**src/rtl/lvlprog_pkg.sv**
```systemverilog
// Package: frame layout shared by the serial level loader and its checker.
// Assumes a fixed 16-bit command frame whose field positions are part of
// the host protocol.
package lvlprog_pkg;
    localparam int WORD_W = 16;
    localparam int CODE_W = 10;
    localparam int ADDR_W = 4;

    typedef struct packed {
        logic              test_bit;
        logic              ext_clk;
        logic [ADDR_W-1:0] addr;
        logic [CODE_W-1:0] code;
    } cmd_t;
endpackage

```
**src/rtl/lvlprog_sync.sv**
```systemverilog
// Module: multi-bit level synchronizer.
// Each input bit passes through STAGES flops into the clk domain.
// Assumes the inputs are slow relative to clk; bits are synchronized
// independently.
module lvlprog_sync #(
    parameter int             N      = 3,
    parameter int             STAGES = 2,
    parameter logic [N-1:0]   RST    = '0
) (
    input  logic         clk,
    input  logic         rst_n,
    input  logic [N-1:0] async_in,
    output logic [N-1:0] sync_out
);
    for (genvar b = 0; b < N; b++) begin : g_bit
        logic [STAGES-1:0] pipe;
        // Purpose: move one asynchronous bit through the flop chain.
        always_ff @(posedge clk) begin
            if (!rst_n) pipe <= {STAGES{RST[b]}};
            else        pipe <= {pipe[STAGES-2:0], async_in[b]};
        end
        assign sync_out[b] = pipe[STAGES-1];
    end
endmodule

```
**src/rtl/lvlprog_shifter.sv**
```systemverilog
// Module: serial frame receiver.
// Finds the serial clock and select edges, shifts bits in, counts rising
// edges per frame, retimes the chain output and raises a one-cycle commit
// when a frame of at least WORD_W bits closes.
// Assumes synchronized inputs and a serial clock that is low when the
// select falls.
module lvlprog_shifter
    import lvlprog_pkg::*;
(
    input  logic              clk,
    input  logic              rst_n,
    input  logic              sel_lvl,
    input  logic              sclk_lvl,
    input  logic              sdi_lvl,
    output logic [WORD_W-1:0] word,
    output logic              sdo,
    output logic              commit,
    output logic              sclk_fall
);
    localparam int CNT_W = $clog2(WORD_W + 1);
    localparam logic [CNT_W-1:0] FULL = CNT_W'(WORD_W);

    logic             sclk_d, sel_d;
    logic             sclk_rise, sel_rise, sel_fall;
    logic [CNT_W-1:0] cnt;

    assign sclk_rise = sclk_lvl & ~sclk_d;
    assign sclk_fall = ~sclk_lvl & sclk_d;
    assign sel_rise  = sel_lvl & ~sel_d;
    assign sel_fall  = ~sel_lvl & sel_d;
    assign commit    = sel_rise && (cnt == FULL);

    // Purpose: keep the previous sampled levels for edge detection.
    always_ff @(posedge clk) begin
        if (!rst_n) begin
            sclk_d <= 1'b0;
            sel_d  <= 1'b1;
        end else begin
            sclk_d <= sclk_lvl;
            sel_d  <= sel_lvl;
        end
    end

    // Purpose: count rising edges in the frame, saturating at WORD_W.
    always_ff @(posedge clk) begin
        if (!rst_n)                                     cnt <= '0;
        else if (sel_fall)                              cnt <= '0;
        else if (!sel_lvl && sclk_rise && cnt != FULL)  cnt <= cnt + 1'b1;
    end

    // Purpose: shift serial data in, MSB first, while selected.
    always_ff @(posedge clk) begin
        if (!rst_n)                     word <= '0;
        else if (!sel_lvl && sclk_rise) word <= {word[WORD_W-2:0], sdi_lvl};
    end

    // Purpose: re-launch the top frame bit on falling serial edges.
    always_ff @(posedge clk) begin
        if (!rst_n)                     sdo <= 1'b0;
        else if (!sel_lvl && sclk_fall) sdo <= word[WORD_W-1];
    end
endmodule

```
**src/rtl/lvlprog_regfile.sv**
```systemverilog
// Module: channel code store and clock-source flag.
// On commit, writes the code to the channel whose index matches addr and
// loads the mode bit; a number beyond the channel count writes nothing.
module lvlprog_regfile
    import lvlprog_pkg::*;
#(
    parameter int NCH = 12
) (
    input  logic                  clk,
    input  logic                  rst_n,
    input  logic                  commit,
    input  logic [ADDR_W-1:0]     addr,
    input  logic [CODE_W-1:0]     code,
    input  logic                  ext_bit,
    output logic [NCH*CODE_W-1:0] codes,
    output logic                  ext_mode
);
    logic addr_ok;
    assign addr_ok = (32'(addr) < NCH);

    for (genvar i = 0; i < NCH; i++) begin : g_ch
        // Purpose: hold channel i's code, written only when addressed.
        always_ff @(posedge clk) begin
            if (!rst_n)
                codes[i*CODE_W +: CODE_W] <= '0;
            else if (commit && addr == ADDR_W'(i))
                codes[i*CODE_W +: CODE_W] <= code;
        end
    end

    // Purpose: latch the refresh clock source on a valid commit.
    always_ff @(posedge clk) begin
        if (!rst_n)                  ext_mode <= 1'b0;
        else if (commit && addr_ok)  ext_mode <= ext_bit;
    end
endmodule

```
**src/rtl/serial_level_loader.sv**
```systemverilog
// Module: top of the daisy-chainable serial channel programmer.
// Synchronizes the three serial wires, receives frames and commits them
// into the channel store. Assumes the serial clock runs several times
// slower than clk.
module serial_level_loader
    import lvlprog_pkg::*;
#(
    parameter int NCH         = 12,
    parameter int SYNC_STAGES = 2
) (
    input  logic                  clk,
    input  logic                  rst_n,
    input  logic                  frame_sel_n,
    input  logic                  ser_clk,
    input  logic                  ser_din,
    output logic                  ser_dout,
    output logic                  ext_clk_mode,
    output logic [NCH*CODE_W-1:0] level_codes
);
    logic [2:0] raw, lvl;
    logic       commit, sclk_fall;
    cmd_t       cmd;

    assign raw = {frame_sel_n, ser_clk, ser_din};

    lvlprog_sync #(.N(3), .STAGES(SYNC_STAGES), .RST(3'b100)) u_sync (
        .clk(clk), .rst_n(rst_n), .async_in(raw), .sync_out(lvl)
    );

    lvlprog_shifter u_shift (
        .clk(clk), .rst_n(rst_n),
        .sel_lvl(lvl[2]), .sclk_lvl(lvl[1]), .sdi_lvl(lvl[0]),
        .word(cmd), .sdo(ser_dout), .commit(commit), .sclk_fall(sclk_fall)
    );

    lvlprog_regfile #(.NCH(NCH)) u_regs (
        .clk(clk), .rst_n(rst_n), .commit(commit),
        .addr(cmd.addr), .code(cmd.code), .ext_bit(cmd.ext_clk),
        .codes(level_codes), .ext_mode(ext_clk_mode)
    );
endmodule

```
**config.mk**
```make
export PLATFORM = sky130hd
export DESIGN_NAME = serial_level_loader
export DESIGN_NICKNAME = d
export VERILOG_FILES = /design/src/rtl/lvlprog_pkg.sv /design/src/rtl/lvlprog_sync.sv /design/src/rtl/lvlprog_shifter.sv /design/src/rtl/lvlprog_regfile.sv /design/src/rtl/serial_level_loader.sv
export SDC_FILE = /design/constraint.sdc
export NUM_CORES = 1
export LEC_CHECK = 0
export CAP_MARGIN = 20
export CORE_ASPECT_RATIO = 1.2
export CORE_UTILIZATION = 54
export CTS_CLUSTER_DIAMETER = 100
export DETAILED_ROUTE_END_ITERATION = 16
export MAX_ROUTING_LAYER = met4
export PLACE_DENSITY = 0.85
export SLEW_MARGIN = 30
export SYNTH_ARGS = -nofsm -noshare
export SYNTH_HDL_FRONTEND = slang
export SYNTH_HIERARCHICAL = 1
export SYNTH_SLANG_ARGS = --single-unit
```
**constraint.sdc**
```tcl
create_clock -name clk -period 4.64 [get_ports clk]
set_input_delay 0.696 -clock clk [delete_from_list [all_inputs] [get_ports clk]]
set_output_delay 0.696 -clock clk [all_outputs]
set_load 0.05 [all_outputs]
```
==> impl_results.md <==
- Total overflow reported by the global router: 0
- Outcome: completed
- Worst Reg2Reg Path Length in Cells: 7
- Cell chain of the critical path: inv_1, ha_1, and4bb_2, and3b_1, nor3b_2, nand3b_1, mux2i_1
- Total inserted antenna cells: 0
- Family with the most delay on the worst path: simple AND/OR/NAND/NOR gates
- Post-synthesis instance area: 5640 um^2
- Post-layout instance area: 7510 um^2
- Number of setup buffers added after CTS: 0
- Placed standard-cell area: 6890 um^2
- Number of clock buffers inserted by TritonCTS: 17
- Kind of critical path: register to register
- Number of standard-cell rows in the floorplan: 40
- Initial standard-cell utilization of the core: between 50% and 60%
- Critical path buffer and inverter count: 1
- Final sum of negative setup slack: 0 ps
- Worst skew pair latency: 410 ps
- Post-synth net total: 556
- Warnings, synthesis: 6
- Antenna viol nets, final: 0
- Area growth from synthesis to layout: 33.2%
- Die Footprint: 10900 um^2
- Finish-stage setup viols: 0
- Max-cap violation count: 0
- RePlAce Congestion: 0.761
- Final Slew Violations: 0
- Worst endpoint data arrival time: 2840 ps
- Final Net Count: 665
- Final cycle utilization of the critical path: 54.6%
- Final total power: roughly 0.0027 W
- Number of instances on the worst hold path: 1
- RSZ-0062 raised after global routing: no
- Worst hold margin: roughly 420 ps
- Master cell of the clock root buffer: sky130_fd_sc_hd__clkbuf_16
- Fin crit period: 2530 ps
- Met2 Track Usage GR: between 40% and 50%
- Count of instances resized after the clock tree is built: 0
- Worst-margin pin slew: 901 ps
- FMAX: about 400 MHz
- Number of I/O pins: 127
- Number of antenna violations at the first check in global routing: 0
- Terminus of the critical flop-to-flop path: u_regs/codes[28]
- Pwr/cell area: 366 nW/um^2
- Via/cell ratio: 5.36
- Core area: slightly above 10000 um^2
- Met3 demand-to-capacity share in global routing: 5.87%
- First-pass GRT wire length: 21.2 mm
- DRC violation total after the first TritonRoute iteration: about 170
- Hold Path Origin: u_sync/g_bit[2].pipe[0]
- Die H: 114 um
- Final routed DRC violation total: 0
- Maximum number of pins on one net before global-route repair: 102
- Largest stage delay on the critical path: between 500 and 600 ps
- Internal power: 0.00223 W
- Max-slew headroom at the worst pin: 39.9%
- Cell count after synthesis: around 550
- Startpoint class of the critical path: register
- Share of power burned in the clock network: about half
- Vias in the first global route: 4118
- Post-Route WL: 13.9 mm
- Required time worst endpoint: 4950 ps
- Flop-to-flop setup slack: ~2100 ps
- Deepest level of the CTS H-tree: 4
- Hold EP: u_sync/g_bit[2].pipe[1]
- Detail-routed net length per standard cell: ~17 um
- Hold violation total from the final report: 0
- First drt pass iteration count: 4
- Worst voltage drop across the vdd grid: 246 uV
- Static leakage power: 2.94 nW
- Switching share of total power: 18.8%
- Sort of element at the end of the critical path: register
- Sink count of the clock tree: 151
- Critical-path top delay cell: sky130_fd_sc_hd__nand3b_1
- Share of power burned in combinational logic: 1.1%
- Clk_skew: 8.81 ps
- Clock tree from TritonCTS: done
- Layout cell share with drive strength beyond 1: 6.87%
- Buffers from clock root to sink, at most: 2
- HPWL after detailed placement: just under 9 mm
- Hold WC Path Type: register to register
- Number of hold-repair buffers added at the cts stage: 0
- Total routing resource utilization after global routing: a little over a quarter
- Global routing usage on met1: 31.7%
- Most utilized layer in the global route result: met2
- Worst r2r src: u_shift/cnt[0]
- Number of I/O port buffers: 126
- Die Span X: around 95 um
- Core utilization of the finished layout: 74.6%
- Average cell area after synthesis: a little over 10 um^2
- Total number of vias: 4265
- Switch Pwr: between 0.0005 and 0.0006 W
- Clock-pin slew reported for the worst setup and hold paths after clock tree synthesis: 60 ps
- Sequential fraction of design power: a little under half
- Crit Path Max Fanout: 10
-- sequential cells by signal, indices dropped and copies added (netlist names) --
name	count
u_shift/sdo	1
u_regs/ext_mode	1
u_sync/g_bit.pipe	6
u_shift/cnt	5
u_regs/codes	120
u_shift/word	16
u_shift/sclk_d	1
u_shift/sel_d	1
-- final cells by class --
class | instances | area (um^2)
well taps | 126 | 158
inverters | 4 | 15.0
repair buffers | 128 | 1270
flip-flops and latches | 151 | 3020
clock buffers | 22 | 464
multi-input cells | 356 | 2430
fillers | 672 | 2550
clock inverters | 9 | 149
-- power groups by stage --
stage | sequential, W | clock [W] | combinational, W
global placement | 0.00133 | 0 | 0.0000293
floorplan | 0.00133 | 0 | 0.0000240
CTS | 0.00130 | 0.00143 | 0.0000301
global route | 0.00130 | 0.00149 | 0.0000337
finish | 0.00130 | 0.00142 | 0.0000302
detailed placement | 0.00133 | 0 | 0.0000298
-- per-layer routing --
layer	routed length (um)	up-vias
met3	716	20
li1	-	2030
met5	0	-
met1	5740	2075
met2	7110	140
met4	290	0
-- cells in the final DEF, fill, tap and decap left out --
cell and instances:
sky130_fd_sc_hd__a21boi_0 17, sky130_fd_sc_hd__a21boi_1 1, sky130_fd_sc_hd__a21oi_1 2, sky130_fd_sc_hd__and2_1 5, sky130_fd_sc_hd__and3_1 4, sky130_fd_sc_hd__and3b_1 1, sky130_fd_sc_hd__and4bb_2 1, sky130_fd_sc_hd__buf_4 3
sky130_fd_sc_hd__bufinv_16 4, sky130_fd_sc_hd__clkbuf_1 3, sky130_fd_sc_hd__clkbuf_16 17, sky130_fd_sc_hd__clkbuf_8 2, sky130_fd_sc_hd__clkdlybuf4s50_1 125, sky130_fd_sc_hd__clkinv_2 4, sky130_fd_sc_hd__clkinv_4 1, sky130_fd_sc_hd__dfxtp_1 151
sky130_fd_sc_hd__ha_1 2, sky130_fd_sc_hd__inv_1 4, sky130_fd_sc_hd__mux2i_1 124, sky130_fd_sc_hd__nand2_1 163, sky130_fd_sc_hd__nand2_2 1, sky130_fd_sc_hd__nand2b_1 6, sky130_fd_sc_hd__nand3_1 4, sky130_fd_sc_hd__nand3b_1 2
sky130_fd_sc_hd__nand3b_4 2, sky130_fd_sc_hd__nor2_1 1, sky130_fd_sc_hd__nor2_2 1, sky130_fd_sc_hd__nor2_4 6, sky130_fd_sc_hd__nor2b_1 2, sky130_fd_sc_hd__nor2b_2 1, sky130_fd_sc_hd__nor3b_1 1, sky130_fd_sc_hd__nor3b_2 2
sky130_fd_sc_hd__nor4b_4 1, sky130_fd_sc_hd__o211a_1 3, sky130_fd_sc_hd__or3_1 2, sky130_fd_sc_hd__or3b_1 1
-- how the worst max path moves through the flow --
stage | start | endpoint | cells after the start
after floorplan | u_shift/cnt[0] | u_regs/codes[40] | 8
after global placement | u_shift/cnt[0] | u_regs/codes[35] | 7
after detailed placement | u_shift/cnt[0] | u_regs/codes[33] | 7
after CTS | u_shift/cnt[0] | u_regs/codes[34] | 7
after global routing | u_shift/cnt[0] | u_regs/codes[11] | 7
final | u_shift/cnt[0] | u_regs/codes[28] | 7
-- worst reg2reg max path, delay by kind of cell, from the launching register on --
| family | cells | cell delay (ps) |
|---|---|---|
| buffers and inverters | 1 | 80 |
| AND/OR/NAND/NOR | 4 | 1520 |
| flip-flops | 1 | 330 |
| adder cells (fa/ha/maj) | 1 | 150 |
| multiplexers | 1 | 370 |
-- per-stage QoR --
| step | worst slack (ps) | std cells |
|---|---|---|
| detailed placement | 1920 | 765 |
| global route | 1930 | 796 |
| CTS | 1830 | 796 |
| global placement | 2070 | 765 |
| floorplan | 2650 | 549 |
| finish | 2110 | 796 |
(Power assumes the default switching activity.)
